--- src/rtl/gpio_cfg_pkg.sv ---
package gpio_cfg_pkg;

  localparam int CFG_W       = 32;
  localparam int DATA_BIT    = 0;
  localparam int MODE_LSB    = 1;
  localparam int FUNC_LSB    = 5;
  localparam int PULL_LSB    = 7;
  localparam int IE_BIT      = 9;
  localparam int DRVL_LSB    = 10;
  localparam int SCHMITT_BIT = 15;
  localparam int GRP_LSB     = 16;
  localparam int LOCK_BIT    = 21;
  localparam int DRVH_LSB    = 22;

  localparam logic [CFG_W-1:0] RESET_WORD = 32'h0000_000E;
  localparam logic [CFG_W-1:0] WRITE_MASK = 32'h00E7_8FEF;

  typedef enum logic [2:0] {
    PM_NONE     = 3'd0,
    PM_OUTPUT   = 3'd1,
    PM_IN_HIGH  = 3'd2,
    PM_IN_LOW   = 3'd3,
    PM_IN_RISE  = 3'd4,
    PM_IN_FALL  = 3'd5,
    PM_IN_BOTH  = 3'd6,
    PM_IN_QUIET = 3'd7
  } pin_mode_e;

  // Next stored word: a hit lands only while the lock bit is clear.
  function automatic logic [CFG_W-1:0] cfg_next(input logic [CFG_W-1:0] cur,
                                                input logic hit,
                                                input logic [CFG_W-1:0] wd);
    if (hit && !cur[LOCK_BIT]) return wd & WRITE_MASK;
    return cur;
  endfunction

  function automatic logic cfg_is_output(input logic [CFG_W-1:0] cfg);
    return cfg[MODE_LSB +: 3] == PM_OUTPUT;
  endfunction

  function automatic logic cfg_drives_pad(input logic [CFG_W-1:0] cfg);
    return cfg_is_output(cfg) && (cfg[FUNC_LSB +: 2] == 2'd0);
  endfunction

  // What a read returns: inputs show the synchronized pad level in bit 0.
  function automatic logic [CFG_W-1:0] cfg_read_view(input logic [CFG_W-1:0] cfg,
                                                     input logic pad_lvl);
    logic [CFG_W-1:0] v;
    v = cfg;
    if (!cfg_is_output(cfg)) v[DATA_BIT] = pad_lvl;
    return v;
  endfunction

endpackage

--- src/rtl/gpio_pad_sync.sv ---
module gpio_pad_sync #(
  parameter int W = 8
) (
  input  logic         clk,
  input  logic         rst_n,
  input  logic [W-1:0] d,
  output logic [W-1:0] q
);
  logic [W-1:0] stage1;

  always_ff @(posedge clk or negedge rst_n) begin
    if (!rst_n) begin
      stage1 <= '0;
      q      <= '0;
    end else begin
      stage1 <= d;
      q      <= stage1;
    end
  end
endmodule

--- src/rtl/gpio_addr_decode.sv ---
module gpio_addr_decode #(
  parameter int NUM_PINS = 8,
  parameter int ADDR_W   = 8
) (
  input  logic              en,
  input  logic [ADDR_W-1:0] addr,
  output logic [NUM_PINS-1:0] hit
);
  localparam int IDX_W = ADDR_W - 2;

  logic aligned;
  assign aligned = (addr[1:0] == 2'b00);

  always_comb begin
    for (int i = 0; i < NUM_PINS; i++) begin
      hit[i] = en && aligned && (addr[ADDR_W-1:2] == IDX_W'(i));
    end
  end
endmodule

--- src/rtl/gpio_pin_cfg.sv ---
module gpio_pin_cfg
  import gpio_cfg_pkg::*;
(
  input  logic             clk,
  input  logic             rst_n,
  input  logic             wr_hit,
  input  logic [CFG_W-1:0] wr_data,
  input  logic             pad_lvl,
  output logic [CFG_W-1:0] cfg_q,
  output logic [CFG_W-1:0] view,
  output logic             drive_en
);
  always_ff @(posedge clk or negedge rst_n) begin
    if (!rst_n) cfg_q <= RESET_WORD;
    else        cfg_q <= cfg_next(cfg_q, wr_hit, wr_data);
  end

  assign view     = cfg_read_view(cfg_q, pad_lvl);
  assign drive_en = cfg_drives_pad(cfg_q);
endmodule

--- src/rtl/gpio_cfg_bank.sv ---
module gpio_cfg_bank
  import gpio_cfg_pkg::*;
#(
  parameter int NUM_PINS = 8,
  parameter int ADDR_W   = 8
) (
  input  logic                  clk,
  input  logic                  rst_n,
  input  logic                  wr_en,
  input  logic [ADDR_W-1:0]     wr_addr,
  input  logic [31:0]           wr_data,
  input  logic                  rd_en,
  input  logic [ADDR_W-1:0]     rd_addr,
  output logic [31:0]           rd_data,
  input  logic [NUM_PINS-1:0]   pad_in,
  output logic [NUM_PINS-1:0]   pad_out,
  output logic [NUM_PINS-1:0]   pad_oe,
  output logic [3*NUM_PINS-1:0] pin_mode,
  output logic [2*NUM_PINS-1:0] pin_func,
  output logic [2*NUM_PINS-1:0] pin_pull,
  output logic [NUM_PINS-1:0]   pin_ie,
  output logic [NUM_PINS-1:0]   pin_schmitt,
  output logic [2*NUM_PINS-1:0] pin_drv_lo,
  output logic [2*NUM_PINS-1:0] pin_drv_hi,
  output logic [3*NUM_PINS-1:0] pin_group
);
  localparam int FLAT_W = CFG_W * NUM_PINS;

  logic [NUM_PINS-1:0] pad_lvl;
  logic [NUM_PINS-1:0] wr_hit;
  logic [NUM_PINS-1:0] rd_hit;
  logic [FLAT_W-1:0]   cfg_flat;
  logic [FLAT_W-1:0]   view_flat;
  logic [CFG_W-1:0]    rd_next;

  gpio_pad_sync #(.W(NUM_PINS)) u_sync (
    .clk   (clk),
    .rst_n (rst_n),
    .d     (pad_in),
    .q     (pad_lvl)
  );

  gpio_addr_decode #(.NUM_PINS(NUM_PINS), .ADDR_W(ADDR_W)) u_wdec (
    .en   (wr_en),
    .addr (wr_addr),
    .hit  (wr_hit)
  );

  gpio_addr_decode #(.NUM_PINS(NUM_PINS), .ADDR_W(ADDR_W)) u_rdec (
    .en   (rd_en),
    .addr (rd_addr),
    .hit  (rd_hit)
  );

  for (genvar g = 0; g < NUM_PINS; g++) begin : g_pin
    gpio_pin_cfg u_pin (
      .clk      (clk),
      .rst_n    (rst_n),
      .wr_hit   (wr_hit[g]),
      .wr_data  (wr_data),
      .pad_lvl  (pad_lvl[g]),
      .cfg_q    (cfg_flat[g*CFG_W +: CFG_W]),
      .view     (view_flat[g*CFG_W +: CFG_W]),
      .drive_en (pad_oe[g])
    );

    assign pad_out[g]          = cfg_flat[g*CFG_W + DATA_BIT];
    assign pin_mode[g*3 +: 3]  = cfg_flat[g*CFG_W + MODE_LSB +: 3];
    assign pin_func[g*2 +: 2]  = cfg_flat[g*CFG_W + FUNC_LSB +: 2];
    assign pin_pull[g*2 +: 2]  = cfg_flat[g*CFG_W + PULL_LSB +: 2];
    assign pin_ie[g]           = cfg_flat[g*CFG_W + IE_BIT];
    assign pin_schmitt[g]      = cfg_flat[g*CFG_W + SCHMITT_BIT];
    assign pin_drv_lo[g*2 +: 2] = cfg_flat[g*CFG_W + DRVL_LSB +: 2];
    assign pin_drv_hi[g*2 +: 2] = cfg_flat[g*CFG_W + DRVH_LSB +: 2];
    assign pin_group[g*3 +: 3] = cfg_flat[g*CFG_W + GRP_LSB +: 3];
  end

  // Read hits are one-hot or empty, so an OR tree is the mux.
  always_comb begin
    rd_next = '0;
    for (int i = 0; i < NUM_PINS; i++) begin
      if (rd_hit[i]) rd_next = rd_next | view_flat[i*CFG_W +: CFG_W];
    end
  end

  always_ff @(posedge clk or negedge rst_n) begin
    if (!rst_n)     rd_data <= '0;
    else if (rd_en) rd_data <= rd_next;
  end
endmodule

--- config.mk ---
export PLATFORM = sky130hd
export DESIGN_NAME = gpio_cfg_bank
export DESIGN_NICKNAME = d
export VERILOG_FILES = /design/src/rtl/gpio_cfg_pkg.sv /design/src/rtl/gpio_pad_sync.sv /design/src/rtl/gpio_addr_decode.sv /design/src/rtl/gpio_pin_cfg.sv /design/src/rtl/gpio_cfg_bank.sv
export SDC_FILE = /design/constraint.sdc
export NUM_CORES = 1
export LEC_CHECK = 0
export BUFFER_PORTS_ARGS = -buffer_cell sky130_fd_sc_hd__buf_2
export CORE_UTILIZATION = 45
export CTS_CLUSTER_DIAMETER = 30
export DETAILED_ROUTE_END_ITERATION = 10
export PLACE_DENSITY = 0.82
export SETUP_SLACK_MARGIN = 0.5
export SYNTH_ARGS = -nofsm -noshare
export SYNTH_HDL_FRONTEND = slang
export SYNTH_SLANG_ARGS = --single-unit
--- constraint.sdc ---
create_clock -name clk -period 1.7 [get_ports clk]
set_input_delay 0.425 -clock clk [delete_from_list [all_inputs] [get_ports clk]]
set_output_delay 0.425 -clock clk [all_outputs]
set_load 0.02 [all_outputs]
==> results of run 1 <==
-- critical path, stage by stage, from the launching register on --
cell and delay, ns:
dfstp_2 0.55, nor3b_4 0.21, buf_4 0.14, nor3b_2 0.15
buf_4 0.16
-- report_power, final --
part           internal [mW]  switching (mW)  total [mW]
clock                   1.96            1.83        3.79
combinational          0.981           0.934        1.92
sequential              4.46           0.238        4.69
-- stage by stage --
step / power [mW] / util / hold slack [ns] / cells / setup slack [ns]
CTS: 9.89 / 0.657 / 0.0833 / 1235 / -0.337
finish: 10.4 / 0.728 / 0.0865 / 1310 / -0.388
global route: 10.7 / 0.728 / 0.0763 / 1309 / -0.457
detailed placement: 5.86 / 0.507 / 0.301 / 1087 / -0.485
floorplan: 5.53 / - / 0.129 / 751 / -0.414
global placement: 5.83 / 0.507 / 0.297 / 1087 / -0.444
-- layout make-up --
class                      instances  share of cell area
timing repair buffer             452               0.322
sequential                       178               0.315
multi-input combinational        380               0.301
clock buffer                      21              0.0322
tap                              265              0.0232
clock inverter                    11             0.00560
inverter                           2            0.000525
antenna                            1            0.000175
-- cell usage after synthesis (2+ instances only) --
master	n	area [um2]
a31oi_1	2	12.5
buf_4	158	1190
inv_1	2	7.51
dfrtp_1	154	3850
buf_1	2	7.51
mux2_4	9	135
or3b_1	2	17.5
dfstp_2	24	631
nand2_1	28	105
and2_1	2	12.5
nand4_1	3	18.8
nor2b_1	2	12.5
o21bai_1	5	37.5
buf_2	9	45.0
nor3_1	5	25.0
o21ai_0	11	55.1
a22o_1	7	61.3
mux4_2	7	158
a22oi_1	21	158
or3_1	3	18.8
nor2_1	15	56.3
nor3_2	2	20.0
mux2_2	139	1570
nand3_1	12	60.1
nor3b_1	11	82.6
buf_6	5	56.3
nor3_4	3	48.8
clkbuf_1	16	60.1
mux2i_1	13	130
and3_1	6	37.5
o22ai_1	10	62.6
a221oi_1	6	52.6
a21oi_1	17	85.1
nand2b_1	11	68.8
a21o_1	2	15.0
-- what timing repair did --
item,CTS,global route
gates cloned,13,1
hold buffers,1,0
endpoints found under the setup margin,322,322
hold endpoints to repair,15,0
pin swaps,19,22
resized for setup,393,225
buffers inserted,102,73
-- worst max path at each step --
stage	start	to	slack, ns	cells after the start
final	g_pin[0].u_pin.cfg_q[1]$_DFFE_PN1P_	pad_oe[0]	-0.39	4
after global routing	g_pin[0].u_pin.cfg_q[1]$_DFFE_PN1P_	rd_data[0]$_DFFE_PN0P_	-0.46	7
after CTS	g_pin[0].u_pin.cfg_q[1]$_DFFE_PN1P_	pad_oe[0]	-0.34	4
after detailed placement	wr_addr[1]	g_pin[5].u_pin.cfg_q[9]$_DFFE_PN0P_	-0.48	7
after global placement	wr_addr[1]	g_pin[1].u_pin.cfg_q[10]$_DFFE_PN0P_	-0.44	7
after floorplan	wr_addr[1]	g_pin[4].u_pin.cfg_q[10]$_DFFE_PN0P_	-0.41	5
-- cell families (layout without fill, tap and decap cells) --
kind of cell,after synthesis,after routing,share of synthesized area
buffers and inverters,193,486,0.152
flip-flops,178,178,0.493
multiplexers,168,168,0.219
AND/OR/NAND/NOR,112,112,0.0717
AO/OA/AOI/OAI,86,86,0.0644
other,1,15,0.000412
-- registers in the layout, indices dropped and copies added, names as in the netlist --
signal / cells
u_sync.stage1: 8
u_sync.q: 8
rd_data: 18
g_pin.u_pin.cfg_q: 144
-- metal layers --
layer	vias to the layer above	routed length [um]	track usage
met2	670	17500	0.494
met5	-	0	0
li1	3031	-	-
met1	3950	13900	0.373
met4	0	2550	0.223
met3	203	3830	0.0887
==> flow_summary.json, run 1 <==
{
  "synth_flop_cell": "dfrtp_1",
  "rows": 51,
  "ant_nets": 0,
  "die-area_um2": 20800,
  "synth_area_um2": 9090,
  "regToRegStartpoint": "g_pin[0].u_pin.cfg_q[1]$_DFFE_PN1P_",
  "multi_input_area_um2": 4310,
  "drc": 0,
  "cts_root_buffer": "clkbuf_16",
  "ys_warn_count": 0,
  "hold_depth": 1,
  "max_cap_viol_count": 0,
  "finalSetupTns_ns": -17.65,
  "vdd.ir_drop.worst_v": 0.000679,
  "tritoncts": "built",
  "die_y_um": 144,
  "hold_viol_final": 0,
  "routedWlPerCell_um": 28.8,
  "area_growth_pct": 57.3,
  "gp_congestion": 0.828,
  "synth_edf_count": 0,
  "reg2reg_to": "rd_data[0]$_DFFE_PN0P_",
  "synth_cells": 738,
  "worstPathRequired_ns": 1.27,
  "fin_nets": 1091,
  "rsz0062_at_grt": "yes",
  "cts_sinks": 178,
  "grt_pass1_wl_um": 47100,
  "maxSlewViolCount": 0,
  "reg2reg_slack_ns": -0.38,
  "place_area_um2": 9960,
  "final_area_um2": 14300,
  "clk_pin_slew_ns": 0.07,
  "hpwl_um": 17600,
  "htree_levels": 4,
  "p_leak_nw": 7.22,
  "antenna_found_initial": 0,
  "drtIter0Drc": 815,
  "clk_latency_ns": 0.45,
  "violations": "setup timing",
  "final_common_cell": "buf_6",
  "layout-drive-gt1-share": 0.737,
  "overflow": 0,
  "finalSetupViolCount": 123,
  "critical_path_class": "flip-flop to output pin",
  "wl_um": 37800,
  "fp.coreArea_um2": 19700,
  "ff2ff_path_depth": 7,
  "holdPathEnd": "u_sync.stage1[0]$_DFF_PN0_",
  "period_share": 1.23,
  "yosysSeqAreaShare": 0.493,
  "via_count": 7854,
  "regArea_um2": 4500,
  "hold_start": "pad_in[0]",
  "worst_slack_ns": -0.388,
  "io_buffers": 207,
  "die_w_um": 144,
  "outcome": "finished with violations",
  "dr.pass1.iters": 5,
  "ios": 236,
  "ys_ff_latch": 178,
  "cp-end-kind": "output pin",
  "synth.distinct_cells": 49,
  "cts_buffers": 17,
  "arrival_ns": 1.66,
  "min_path_type": "input port to flip-flop",
  "start_util": 0.463,
  "p_per_area_nw_per_um2": 727,
  "fmax_ghz": 0.479,
  "ys_async_sr_fraction": 1.00,
  "cts_buffer_depth": 2,
  "final_cell_mix": "212 x buf_6, 167 x buf_4, 142 x dfrtp_1",
  "critPathLaunchType": "flip-flop",
  "clock_skew_ns": 0.0227,
  "avgSynthCellArea_um2": 12.3,
  "fin_crit_ns": 2.09,
  "grt_pass1_vias": 7650,
  "avgViaCountPerCell": 6.00,
  "grt_max_degree": 61,
  "crit_fanout": 2,
  "grt_util_all_layers": 0.315,
  "fillers": 1103
}
No activity file was read; power rests on OpenSTA's default activity.
==> run 2: changes to the inputs <==
- ABC_AREA: default -> 1
- CORE_UTILIZATION: 45 -> 48
- PLACE_DENSITY: 0.82 -> 0.86
==> run 2 against run 1 <==
Effect of this change:
- the run still ends with setup timing left
- non-clock buffer count is 44 higher
- synthesized cell count is 49% higher
- via count is 39% higher
- die area is 6.6% lower
- fmax is 8.1% higher
- core utilization is 15 points higher
- area after synthesis is 0.43% lower
- sequential share of layout area is 3.3 points lower
- global-route usage is 2.5 points higher
- largest cell class unchanged
- first-iteration DRC count is 51% higher
- sequential cell count stayed put
==> flow_summary.json, run 2 <==
{
  "rsz0062_at_grt": "yes",
  "final_common_cell": "buf_6",
  "cts_buffer_depth": 2,
  "crit_buf_inv": 1,
  "largest_reg_flops": 144,
  "yosys.cell_count.top_type": "nand2_1",
  "cts_root_buffer": "clkbuf_16",
  "finalSetupViolCount": 14,
  "htree_levels": 4,
  "grt_pass1_wl_um": 49800,
  "whs_ns": 0.0567,
  "slew_headroom": 0.573,
  "avgSynthCellArea_um2": 8.21,
  "ys_ff_latch": 178,
  "power_frac_comb": 0.129,
  "fmax_ghz": 0.518,
  "hold_viol_final": 0,
  "violations": "setup timing",
  "overflow": 0,
  "cp_slowest_stage_delay_ns": 0.59,
  "p_per_area_nw_per_um2": 608,
  "grt_pass1_vias": 8898,
  "max_cap_viol_count": 0,
  "dr.pass1.iters": 6,
  "routedWlPerCell_um": 30.8,
  "fin_nets": 1496,
  "p_leak_nw": 7.77,
  "final_cell_mix": "224 x buf_6, 173 x buf_4, 153 x nand2_1",
  "synth_cells": 1102,
  "critical_path_class": "flip-flop to output pin",
  "avgViaCountPerCell": 6.50,
  "clk_pin_slew_ns": 0.08,
  "start_util": 0.497,
  "min_path_type": "input port to flip-flop",
  "p_int_mw": 6.75,
  "ys_warn_count": 0,
  "ys_async_sr_fraction": 1.00,
  "yosys-top-cells-area": "dfrtp_1 43%, buf_4 13%, nand2_1 13%",
  "drtIter0Drc": 1232,
  "antenna_found_initial": 5,
  "fin_crit_ns": 1.93,
  "clk_latency_ns": 0.48,
  "tritoncts": "built",
  "die-area_um2": 19400,
  "ios": 236,
  "worstMarginPinSlew_ns": 0.639,
  "die_w_um": 139,
  "synth_top_area_share": 0.426,
  "hpwl_um": 18200,
  "synth_common_cells": "311 x nand2_1, 162 x buf_4, 154 x dfrtp_1, 135 x o21ai_1, 77 x nand3_1",
  "crit_path_cell_trace": "nand3_4 > nor3_2 > buf_4",
  "path_delay_family": "flip-flops",
  "reg.largest.list": "g_pin.u_pin.cfg_q x144, rd_data x18",
  "via_count": 10900,
  "clock_skew_ns": 0.0133,
  "cts_sinks": 178,
  "dp_slack_ns": -0.0580,
  "cts_buffers": 17,
  "finalSetupTns_ns": -1.79,
  "rows": 49,
  "critical-path-slowest-cell": "dfstp_2",
  "fp.coreArea_um2": 18200,
  "synth.distinct_cells": 25,
  "area_growth_pct": 76.5,
  "regMostFlops": "g_pin.u_pin.cfg_q",
  "period_share": 1.14,
  "p_seq_frac": 0.457,
  "vdd.ir_drop.worst_v": 0.000870,
  "outcome": "finished with violations",
  "cp-end-kind": "output pin",
  "synth_edf_count": 0,
  "synth.largest_area_cell": "dfrtp_1",
  "drc": 0,
  "maxSlewViolCount": 0,
  "arrival_ns": 1.51,
  "worstPathRequired_ns": 1.27,
  "die_y_um": 139,
  "p_switching_mw": 2.97,
  "worst_slack_ns": -0.232,
  "crit_fanout": 2,
  "io_buffers": 207,
  "yosysSeqAreaShare": 0.495,
  "p_clk_frac": 0.414,
  "final_util": 0.878,
  "synth_flop_cell": "dfrtp_1",
  "ant_nets": 0,
  "synth_area_um2": 9050,
  "wl_um": 51700,
  "swShare": 0.306,
  "grt_max_degree": 47,
  "critPathLaunchType": "flip-flop",
  "layout-drive-gt1-share": 0.656,
  "gp_congestion": 0.895,
  "grt_util_all_layers": 0.339
}
==> run 2: cell count changes after synthesis, moves of 10 or more <==
cell | previous run | this run
nand3_1 | 12 | 77
nor3b_1 | 11 | 0
a22oi_1 | 21 | 0
o22ai_1 | 10 | 0
nor2_1 | 15 | 56
nand2b_1 | 11 | 0
inv_1 | 2 | 71
mux2_2 | 139 | 0
o21ai_0 | 11 | 29
nand2_1 | 28 | 311
a21oi_1 | 17 | 0
mux2i_1 | 13 | 0
o21ai_1 | 0 | 135
==> run 2: worst paths after layout <==
check | startpoint | endpoint | slack [ns] | cells past startpoint
worst max-delay path | g_pin[1].u_pin.cfg_q[1]$_DFFE_PN1P_ | pad_oe[1] | -0.23 | 3
worst min-delay path | pad_in[7] | u_sync.stage1[7]$_DFF_PN0_ | 0.06 | 1
worst max register to register | g_pin[4].u_pin.cfg_q[3]$_DFFE_PN1P_ | rd_data[0]$_DFFE_PN0P_ | 0.09 | 9
worst min register to register | u_sync.stage1[1]$_DFF_PN0_ | u_sync.q[1]$_DFF_PN0_ | 0.35 | 0
max in group asynchronous | rst_n | g_pin[6].u_pin.cfg_q[1]$_DFFE_PN1P_ | 0.61 | 3
min in group asynchronous | rst_n | g_pin[3].u_pin.cfg_q[8]$_DFFE_PN0P_ | 0.41 | 2
==> run 2: cell type report <==
| type | count | area [um2] |
|---|---|---|
| diodes | 2 | 5.00 |
| well taps | 229 | 287 |
| multi-input cells | 663 | 4940 |
| clock inverters | 14 | 120 |
| inverters | 80 | 330 |
| clock buffers | 18 | 429 |
| repair buffers | 496 | 5370 |
| flip-flops and latches | 178 | 4510 |
| fillers | 625 | 2230 |
==> run 2: metal layers <==
| layer | share of wire | GRT usage | vias to the layer above | wire length [um] |
|---|---|---|---|---|
| li1 | - | - | 4035 | - |
| met1 | 0.31 | 0.412 | 5182 | 16200 |
| met2 | 0.43 | 0.544 | 1208 | 22400 |
| met3 | 0.14 | 0.0795 | 492 | 7240 |
| met4 | 0.11 | 0.220 | 2 | 5830 |
| met5 | 0.00025 | 0 | - | 13 |
==> run 2: repair_timing <==
item                       4_1_cts  5_1_grt
hold endpoints to repair        23        0
gates cloned                     9       37
setup buffers                  128       79
hold buffers                     1        0
resized for setup              430      480
pin swaps                       25      101
setup endpoints to repair      241      322
==> run 2: worst reg2reg max path: stages (launching register included) <==
cell,delay [ns]
dfstp_2,0.57
inv_1,0.10
nand3_4,0.14
buf_4,0.13
buf_6,0.08
o21ai_1,0.06
inv_1,0.07
o21ai_1,0.06
nor2_1,0.18
nand3_1,0.11
==> run 2: through the flow <==
step / total power, mW / instances / instance area, um2
after floorplan: 4.92 / 1115 / 9430
after global placement: 5.14 / 1392 / 9710
after detailed placement: 5.16 / 1392 / 9710
after CTS: 9.06 / 1562 / 12800
after global routing: 9.89 / 1680 / 16000
final: 9.72 / 1680 / 16000
==> run 2: logic make-up (layout without fill, tap and decap cells) <==
family                 after synthesis  in the layout  share of synthesized area
AOI/OAI and AO/OA                  167            167                     0.0932
buffers and inverters              274            608                      0.186
DFF                                178            178                      0.495
other                                1             16                   0.000414
and+or+nand+nor                    482            482                      0.225
==> run 2: power by group through the flow <==
stage	combinational (mW)	clock [mW]	sequential, mW
floorplan	0.442	0	4.48
CTS	0.908	3.74	4.41
detailed placement	0.677	0	4.49
finish	1.26	4.02	4.44
global placement	0.661	0	4.48
global route	1.30	4.15	4.44
==> run 3: changes to the inputs <==
- CORE_UTILIZATION: 48 -> 58
- PLACE_DENSITY: 0.86 -> 0.95
- clock period: 1.7 -> 2.4 ns (I/O delays scaled with it)
==> run 3 against run 2 <==
Effect of this change:
- the flow now finishes without violations
- global-route usage fell by 2.6 points
- critical path depth stayed put
- highest routed layer is now met4
- core utilization down 22 points
- cell count down 17%
- combinational power decreased by 62%
- power shrank 35%
- critical path type unchanged
- clock power fell by 33%
- largest power group unchanged
==> flow_summary.json, run 3 (synthesized netlist as in run 2, its figures left out) <==
{
  "outcome": "finished, final reports clean",
  "layout-drive-gt1-share": 0.295,
  "max_cap_viol_count": 0,
  "hpwl_um": 17100,
  "worstPathRequired_ns": 1.80,
  "arrival_ns": 1.41,
  "finalSetupTns_ns": 0,
  "antennaDiodeCount": 0,
  "area_growth_pct": 11.3,
  "rsz0062_at_grt": "yes",
  "whs_ns": 0.159,
  "clk_pin_slew_ns": 0.07,
  "final_cell_mix": "307 x nand2_1, 192 x buf_2, 154 x dfrtp_1",
  "ios": 236,
  "finalSetupViolCount": 0,
  "grt_pass1_vias": 7146,
  "cts_sinks": 178,
  "cp-end-kind": "output pin",
  "cts_root_buffer": "clkbuf_16",
  "slew_headroom": 0.507,
  "grt_max_degree": 78,
  "overflow": 0,
  "dp_cells": 1338,
  "routedWlPerCell_um": 17.8,
  "ant_nets": 0,
  "drtIter0Drc": 836,
  "cp_slowest_stage_delay_ns": 0.55,
  "io_buffers": 207,
  "rows": 45,
  "fin_nets": 1247,
  "die_y_um": 127,
  "drc": 0,
  "htree_levels": 4,
  "tritoncts": "built",
  "fp.coreArea_um2": 15200,
  "holdBufCountCts": 0,
  "die-area_um2": 16100,
  "regMostFlops": "g_pin.u_pin.cfg_q",
  "clk_latency_ns": 0.44,
  "fin_crit_ns": 2.01,
  "p_per_area_nw_per_um2": 625,
  "start_util": 0.595,
  "via_count": 7720,
  "die_w_um": 127,
  "crit_path_cell_trace": "nand3_2 > nor3_2 > buf_4",
  "dr.pass1.iters": 7,
  "p_leak_nw": 5.39,
  "fmax_ghz": 0.497,
  "cts_buffers": 17,
  "min_path_type": "input port to async pin",
  "fin_cells": 1387,
  "grt_util_all_layers": 0.313,
  "maxSlewViolCount": 0,
  "final_common_cell": "nand2_1",
  "crit_fanout": 3,
  "reg.largest.list": "g_pin.u_pin.cfg_q x144, rd_data x18",
  "clock_skew_ns": 0.00922,
  "critical_path_class": "flip-flop to output pin",
  "vdd.ir_drop.worst_v": 0.000479,
  "avgViaCountPerCell": 5.57,
  "critPathLaunchType": "flip-flop",
  "largest_reg_flops": 144,
  "critical-path-slowest-cell": "dfstp_2",
  "cts_buffer_depth": 2,
  "finalPower_mw": 6.30,
  "grt_pass1_wl_um": 38200,
  "hold_viol_final": 0,
  "gp_congestion": 0.935,
  "wl_um": 24700,
  "worstMarginPinSlew_ns": 0.739,
  "antenna_found_initial": 0,
  "period_share": 0.838
}
==> run 3: cell types whose count changed in the layout (fill, tap and decap cells not counted), sizes merged <==
cell	change
buf	-224
clkbuf	-22
inv	-7
clkinv	+4
diode	-2
bufinv	+1
clkinvlp	-1
dlygate4sd3	-1
==> run 3: cell type report <==
type,instances,area [um2]
clock inverter,11,106
sequential,178,4480
multi-input combinational,663,3060
tap,188,235
fill,1202,5130
clock buffer,20,467
inverter,80,300
timing repair buffer,247,1420
==> run 3: critical path: cells and delay by family, from the launching register on <==
family        cells  cell delay [ns]
buf+inv           1             0.18
flops             1             0.55
simple gates      2             0.25
==> run 3: what timing repair did <==
action | in CTS | in global routing
pin swaps | 4 | 1
setup buffers | 17 | 1
endpoints found under the setup margin | 8 | 15
resized for setup | 32 | 13
==> run 3: routing by layer <==
layer,vias to the layer above,global-route usage,share of wire
li1,3511,-,-
met1,3676,0.439,0.42
met2,452,0.472,0.46
met3,81,0.0527,0.079
met4,0,0.163,0.041
met5,-,0,0
==> run 3: through the flow <==
stage          setup WS, ns   util  area (um2)
2_1_floorplan         0.675      -        9100
3_3_place_gp          0.364  0.605        9200
3_5_place_dp          0.357  0.605        9200
4_1_cts               0.416  0.660       10000
5_1_grt               0.353  0.663       10100
6_report              0.389  0.663       10100
==> run 3: worst paths after layout <==
| path | startpoint | to | slack, ns | cells past startpoint |
|---|---|---|---|---|
| min in group clk | pad_in[7] | u_sync.stage1[7]$_DFF_PN0_ | 0.27 | 1 |
| worst min register to register | u_sync.stage1[5]$_DFF_PN0_ | u_sync.q[5]$_DFF_PN0_ | 0.35 | 0 |
| worst min-delay path | rst_n | g_pin[6].u_pin.cfg_q[0]$_DFFE_PN0P_ | 0.16 | 1 |
| worst max-delay path | g_pin[1].u_pin.cfg_q[1]$_DFFE_PN1P_ | pad_oe[1] | 0.39 | 3 |
| worst max register to register | g_pin[4].u_pin.cfg_q[2]$_DFFE_PN1P_ | rd_data[0]$_DFFE_PN0P_ | 0.96 | 8 |
| max in group asynchronous | rst_n | g_pin[3].u_pin.cfg_q[11]$_DFFE_PN0P_ | 1.55 | 2 |
==> run 3: power by group <==
group          internal, mW  switching [mW]
logic                 0.142           0.333
registers              3.07          0.0515
clock network          1.51            1.19
